## src/rtl/lsc_pkg.sv

```systemverilog
package lsc_pkg;

   typedef enum logic [0:0] {
      PICK_ROTATE = 1'b0,
      PICK_WALK   = 1'b1
   } pick_style_e;

   function automatic bit lsc_is_pow2(input int n);
      return (n > 1) && ((n & (n - 1)) == 0);
   endfunction

endpackage

```

## src/rtl/lsc_pick.sv

```systemverilog
module lsc_pick
   import lsc_pkg::*;
#(
   parameter int          NUM_LINES = 4,
   parameter pick_style_e STYLE     = PICK_ROTATE,
   localparam int         LINE_W    = $clog2(NUM_LINES)
) (
   input  logic [LINE_W-1:0]    start_i,
   input  logic [NUM_LINES-1:0] en_i,
   output logic                 hit_o,
   output logic [LINE_W-1:0]    idx_o
);

   generate
      if (!lsc_is_pow2(NUM_LINES)) begin : g_bad_lines
         $error("lsc_pick: NUM_LINES must be a power of two of at least 2");
      end

      if (STYLE == PICK_ROTATE) begin : g_rotate
         logic [NUM_LINES-1:0] rot;
         logic [LINE_W-1:0]    ofs;
         always_comb begin
            rot = (en_i >> start_i) | (en_i << (NUM_LINES - int'(start_i)));
            ofs = '0;
            for (int j = NUM_LINES - 1; j >= 0; j--) begin
               if (rot[j]) ofs = LINE_W'(j);
            end
            hit_o = |rot;
            idx_o = start_i + ofs;
         end
      end else begin : g_walk
         logic [LINE_W-1:0] cand;
         always_comb begin
            hit_o = 1'b0;
            idx_o = '0;
            cand  = '0;
            for (int i = 0; i < NUM_LINES; i++) begin
               cand = start_i + LINE_W'(i);
               if (!hit_o && en_i[cand]) begin
                  hit_o = 1'b1;
                  idx_o = cand;
               end
            end
         end
      end
   endgenerate

endmodule

```

## src/rtl/lsc_state.sv

```systemverilog
module lsc_state #(
   parameter int  NUM_LINES = 4,
   localparam int LINE_W    = $clog2(NUM_LINES)
) (
   input  logic              clk_i,
   input  logic              rst_ni,
   input  logic              scan_go_i,
   input  logic              hit_i,
   input  logic [LINE_W-1:0] hit_idx_i,
   input  logic              clr_i,
   input  logic              int_en_i,
   output logic              ready_o,
   output logic              irq_o,
   output logic [LINE_W-1:0] last_o
);

   always_ff @(posedge clk_i or negedge rst_ni) begin
      if (!rst_ni) begin
         ready_o <= 1'b0;
         irq_o   <= 1'b0;
         last_o  <= '0;
      end else if (clr_i) begin
         ready_o <= 1'b0;
         irq_o   <= 1'b0;
      end else if (scan_go_i && hit_i) begin
         ready_o <= 1'b1;
         irq_o   <= int_en_i;
         last_o  <= hit_idx_i;
      end
   end

   // the served line holds while ready stays set
   p_line_hold_r5: assert property (@(posedge clk_i) disable iff (!rst_ni)
      (ready_o && $past(ready_o)) |-> $stable(last_o));

   // no interrupt request without ready
   p_irq_needs_ready_r10: assert property (@(posedge clk_i) disable iff (!rst_ni)
      irq_o |-> ready_o);

endmodule

```

## src/rtl/lsc_tx_scanner.sv

```systemverilog
module lsc_tx_scanner
   import lsc_pkg::*;
#(
   parameter int          NUM_LINES = 4,
   parameter pick_style_e STYLE     = PICK_ROTATE,
   localparam int         LINE_W    = $clog2(NUM_LINES)
) (
   input  logic                 clk_i,
   input  logic                 rst_ni,
   input  logic                 tick_i,
   input  logic                 scan_en_i,
   input  logic                 tx_int_en_i,
   input  logic [NUM_LINES-1:0] line_en_i,
   input  logic                 rdy_clr_i,
   output logic                 tx_ready_o,
   output logic [LINE_W-1:0]    tx_line_o,
   output logic                 tx_irq_o,
   output logic                 rx_slot_o
);

   logic              scan_go;
   logic              hit;
   logic [LINE_W-1:0] hit_idx;
   logic [LINE_W-1:0] start;
   logic              clr;

   assign start   = tx_line_o + LINE_W'(1);
   assign scan_go = tick_i && scan_en_i && !tx_ready_o && !rdy_clr_i;
   assign clr     = rdy_clr_i || !scan_en_i;
   assign rx_slot_o = tick_i && !(scan_go && hit);

   lsc_pick #(
      .NUM_LINES (NUM_LINES),
      .STYLE     (STYLE)
   ) i_pick (
      .start_i (start),
      .en_i    (line_en_i),
      .hit_o   (hit),
      .idx_o   (hit_idx)
   );

   lsc_state #(
      .NUM_LINES (NUM_LINES)
   ) i_state (
      .clk_i     (clk_i),
      .rst_ni    (rst_ni),
      .scan_go_i (scan_go),
      .hit_i     (hit),
      .hit_idx_i (hit_idx),
      .clr_i     (clr),
      .int_en_i  (tx_int_en_i),
      .ready_o   (tx_ready_o),
      .irq_o     (tx_irq_o),
      .last_o    (tx_line_o)
   );

   // checker-only copy of the enable mask of the previous cycle
   logic [NUM_LINES-1:0] en_prev;
   always_ff @(posedge clk_i or negedge rst_ni) begin
      if (!rst_ni) en_prev <= '0;
      else         en_prev <= line_en_i;
   end

   // reset values
   always_comb begin
      if (!rst_ni) begin
         p_reset_vals_r1: assert (!tx_ready_o && !tx_irq_o && tx_line_o == '0);
      end
   end

   // ready rises only after a qualified tick
   p_rise_needs_scan_r2: assert property (@(posedge clk_i) disable iff (!rst_ni)
      $rose(tx_ready_o) |-> $past(tick_i && scan_en_i && !rdy_clr_i));

   // the reported line was enabled at search time
   p_hit_enabled_r3: assert property (@(posedge clk_i) disable iff (!rst_ni)
      $rose(tx_ready_o) |-> en_prev[tx_line_o]);

   // an empty mask leaves state alone
   p_miss_keeps_r4: assert property (@(posedge clk_i) disable iff (!rst_ni)
      (tick_i && scan_en_i && !tx_ready_o && !rdy_clr_i && line_en_i == '0)
      |=> (!tx_ready_o && $stable(tx_line_o)));

   // interrupt follows the enable seen at the search
   p_irq_on_hit_r6: assert property (@(posedge clk_i) disable iff (!rst_ni)
      $rose(tx_ready_o) |-> (tx_irq_o == $past(tx_int_en_i)));

   // clear strobe drops ready and interrupt, keeps line
   p_clear_r7: assert property (@(posedge clk_i) disable iff (!rst_ni)
      rdy_clr_i |=> (!tx_ready_o && !tx_irq_o && $stable(tx_line_o)));

   // scan enable low drops ready and interrupt
   p_scan_off_r8: assert property (@(posedge clk_i) disable iff (!rst_ni)
      !scan_en_i |=> (!tx_ready_o && !tx_irq_o));

   // receive slot only exists on a tick
   p_slot_on_tick_r9: assert property (@(posedge clk_i) disable iff (!rst_ni)
      rx_slot_o |-> tick_i);

endmodule

```

## config.mk

```make
export PLATFORM = sky130hd
export DESIGN_NAME = lsc_tx_scanner
export DESIGN_NICKNAME = d
export VERILOG_FILES = /design/src/rtl/lsc_pkg.sv /design/src/rtl/lsc_pick.sv /design/src/rtl/lsc_state.sv /design/src/rtl/lsc_tx_scanner.sv
export SDC_FILE = /design/constraint.sdc
export NUM_CORES = 1
export LEC_CHECK = 0
export ABC_AREA = 1
export BUFFER_PORTS_ARGS = -buffer_cell sky130_fd_sc_hd__buf_4
export CAP_MARGIN = 20
export CORE_AREA = 2 2 39 41
export DETAILED_ROUTE_END_ITERATION = 10
export DIE_AREA = 0 0 41 43
export HOLD_SLACK_MARGIN = 0.08
export PLACE_DENSITY = 0.66
export SLEW_MARGIN = 25
export SYNTH_ARGS = -nofsm -noshare
export SYNTH_HDL_FRONTEND = slang
export SYNTH_SLANG_ARGS = --single-unit
```

## constraint.sdc

```tcl
create_clock -name clk_i -period 4.15 [get_ports clk_i]
set_input_delay 0 -clock clk_i [delete_from_list [all_inputs] [get_ports clk_i]]
set_output_delay 0 -clock clk_i [all_outputs]
set_load 0.03 [all_outputs]
```

==> results by group <==
Outcome
  – Status: finished, final reports clean

Worst setup path
  – Crit path max-delay family: simple AND/OR/NAND/NOR gates
  – Crit-path max cell delay: 0.52 ns
  – Setup crit end kind: register
  – Data required, critical path: 4.28 ns
  – Crit path max fanout: 13
  – Critical path's slowest cell: dfrtp_1
  – Cell Chain, Critical Path: ha_1 -> inv_4 -> nand2_1 -> nand2_2 -> nand2_1 -> nand3_1 -> nand2_2 -> a31oi_1 -> nor2_1 -> ha_1 -> xor2_1 -> nand4_1 -> nand2_1 -> nand3_1 -> nand2_1 -> inv_1
  – WP buf/inv: 2
  – CP arrival: 2.70 ns
  – Crit path top cell by count: nand2_1
  – Startpoint Class: register
  – Critical path class: reg -> reg

STA
  – Measured slew at the worst slew-check pin: 0.430 ns
  – Tmin final: 2.57 ns
  – Setup TNS: 0 ns
  – Clock skew: 0.00179 ns
  – Slew HR: 0.713
  – Final number of max-transition violations: 0
  – Fmax: 388 MHz
  – Final setup viols: 0
  – Final hold vios: 0
  – Unrepaired setup endpoints after global routing: false
  – Post-route clock period utilization: 0.620

Routing
  – Via density: 4.62
  – Routed wl met3: 42 µm
  – M1 WL: 471 µm
  – Drt first-iter violations: 3
  – Highest metal used: met4
  – Drt pass-1 iters: 4
  – Wire per inst: 9.29 µm
  – Vias: 582
  – Drt total wl: 1170 µm
  – Antenna-violating nets left: 0
  – DRC: 0
  – Met2 WL: 627 µm

Clock network
  – Clock buffer depth: 2
  – Clock sinks: 4
  – Clock latency on the worst-skew pair: 0.23 ns
  – Number of H-tree levels: 1
  – CTS Buf Count: 3
  – Root Buffer: clkbuf_4
  – Clk slew on worst S/H paths: 0.04 ns
  – TritonCTS clock tree: yes
  – PostCTS Resize Cnt: 0

Synthesis
  – YS warnings: 0
  – Unique masters post-synth: 20
  – Syn_nets: 103
  – Sequential element share of the synthesized area: 0.188
  – Syn_area_per_cell: 5.84 µm²
  – Post-Syn Area: 532 µm²
  – Synth Instances: 91
  – FF+latch count, synth: 4

Global route
  – Antenna violations before repair: 0
  – Global Route Usage Sum: 0.171
  – First-pass GRT wire length: 2010 µm
  – Vias in the first global route: 535
  – Total congestion overflow: 0
  – Largest net degree at the start of global routing: 14

Run
  – Max-cap viol count: 0

Power
  – Pleak: 0.426 nW
  – PwrDens: 824 nW/µm²
  – VDD IR-drop max: 0.386 mV

Min path
  – HP Class: in -> async

Floorplanning
  – Die area: 1760 µm²
  – Io pins: 15
  – Die W: 41 µm
  – Core outline area: 1380 µm²
  – Starting Density: 0.384
  – Die H: 43 µm
  – Core Rows: 14

Final layout
  – Antenna diodes: 0
  – Area Growth Syn to Fin: 31.8%
  – Non-Filler Instances: 126
  – Layout cell share with drive strength beyond 1: 0.273
  – # fillers: 147
  – Nets: 124

Placed design
  – Inst Count DP: 119
  – # port buffers: 14
  – Post-DP HPWL: 915 µm
  – GPL Wtd Cong: 0.785
path summary, 6_finish.rpt:
path / cells past startpoint / from / slack [ns] / end
worst min register to register: 4 / i_state.last_o[1] / 0.58 / i_state.last_o[1]
worst min-delay path: 2 / rst_ni / 0.11 / i_state.last_o[1]
min in group clk_i: 6 / rdy_clr_i / 0.16 / i_state.irq_o
worst max-delay path: 16 / i_state.last_o[0] / 1.58 / i_state.last_o[1]
max in group asynchronous: 2 / rst_ni / 3.94 / i_state.ready_o
worst max register to register: 16 / i_state.last_o[0] / 1.58 / i_state.last_o[1]
where the power goes:
part	leakage, nW	internal (W)	switching (W)
Sequential	0.0500	0.0000499	0.0000222
Clock	0.0138	0.0000322	0.0000147
Combinational	0.362	0.000168	0.000291
Total	0.426	0.000250	0.000327
worst register-to-register path, stage by stage (launching register included):
cell     delay [ns]
dfrtp_1        0.52
ha_1           0.48
inv_4          0.12
nand2_1        0.06
nand2_2        0.09
nand2_1        0.06
nand3_1        0.09
nand2_2        0.07
a31oi_1        0.15
nor2_1         0.06
ha_1           0.18
xor2_1         0.18
nand4_1        0.12
nand2_1        0.07
nand3_1        0.08
nand2_1        0.09
inv_1          0.04
area by class of cell:
cell class / instances / area [µm²] / share of cell area
repair buffers: 18 / 145 / 0.207
well taps: 16 / 20.0 / 0.0286
inverters: 16 / 62.6 / 0.0893
multi-input cells: 69 / 350 / 0.500
clock buffers: 3 / 22.5 / 0.0321
flip-flops and latches: 4 / 100 / 0.143
state kept, by name, summed over array words and instances, names as in the netlist:
register         flops
i_state.irq_o        1
i_state.last_o       2
i_state.ready_o      1
placed cells by master (no fill, tap or decap), drive strengths merged:
master,netlist,routed
a21oi,1,1
a31oi,1,1
buf,2,14
clkbuf,0,3
clkinv,1,1
dfrtp,4,4
dlygate4sd3,0,4
ha,2,2
inv,15,15
nand2,43,43
nand3,13,13
nand4,1,1
nor2,6,6
nor3,1,1
xor2,1,1
Yosys cell counts:
| master | n | area [µm²] |
|---|---|---|
| buf_4 | 1 | 7.51 |
| nand3_1 | 12 | 60.1 |
| xor2_1 | 1 | 8.76 |
| inv_2 | 2 | 7.51 |
| ha_1 | 2 | 25.0 |
| inv_1 | 12 | 45.0 |
| nand4_1 | 1 | 6.26 |
| nor3_2 | 1 | 10.0 |
| buf_6 | 1 | 11.3 |
| nand3_2 | 1 | 10.0 |
| a21oi_1 | 1 | 5.00 |
| nor2_1 | 5 | 18.8 |
| nor2_4 | 1 | 11.3 |
| nand2_4 | 2 | 22.5 |
| dfrtp_1 | 4 | 100 |
| nand2_1 | 36 | 135 |
| a31oi_1 | 1 | 6.26 |
| nand2_2 | 5 | 31.3 |
| inv_4 | 1 | 6.26 |
| clkinv_1 | 1 | 3.75 |
layer usage:
metal,track usage,vias up
li1,-,318
met5,0,-
met2,0.291,12
met3,0.0366,4
met4,0.120,0
met1,0.167,248
per-stage QoR:
stage | instance area, µm² | util | hold WS, ns | worst slack [ns] | power, W
final | 701 | 0.506 | 0.105 | 1.58 | 0.000577
after global routing | 701 | 0.506 | 0.0919 | 1.32 | 0.000654
after CTS | 701 | 0.506 | 0.0921 | 1.56 | 0.000585
after detailed placement | 638 | 0.461 | -0.203 | 1.57 | 0.000532
after global placement | 638 | 0.461 | -0.203 | 1.62 | 0.000529
after floorplan | 532 | - | -0.296 | 1.82 | 0.000466
cells by family (layout without fill, tap and decap cells):
logic type / count (synthesis) / after routing / share of synthesized area
AND/OR/NAND/NOR: 64 / 64 / 0.574
XOR/XNOR: 1 / 1 / 0.0165
adder cells (fa/ha/maj): 2 / 2 / 0.0471
buffers and inverters: 18 / 37 / 0.153
AO/OA/AOI/OAI: 2 / 2 / 0.0212
flip-flops: 4 / 4 / 0.188
what timing repair did:
| item | 4_1_cts | 5_1_grt |
|---|---|---|
| hold buffers | 4 | 0 |
| setup buffers | 0 | 0 |
| hold endpoints to repair | 6 | 0 |
No activity file was read; power rests on OpenSTA's default activity.
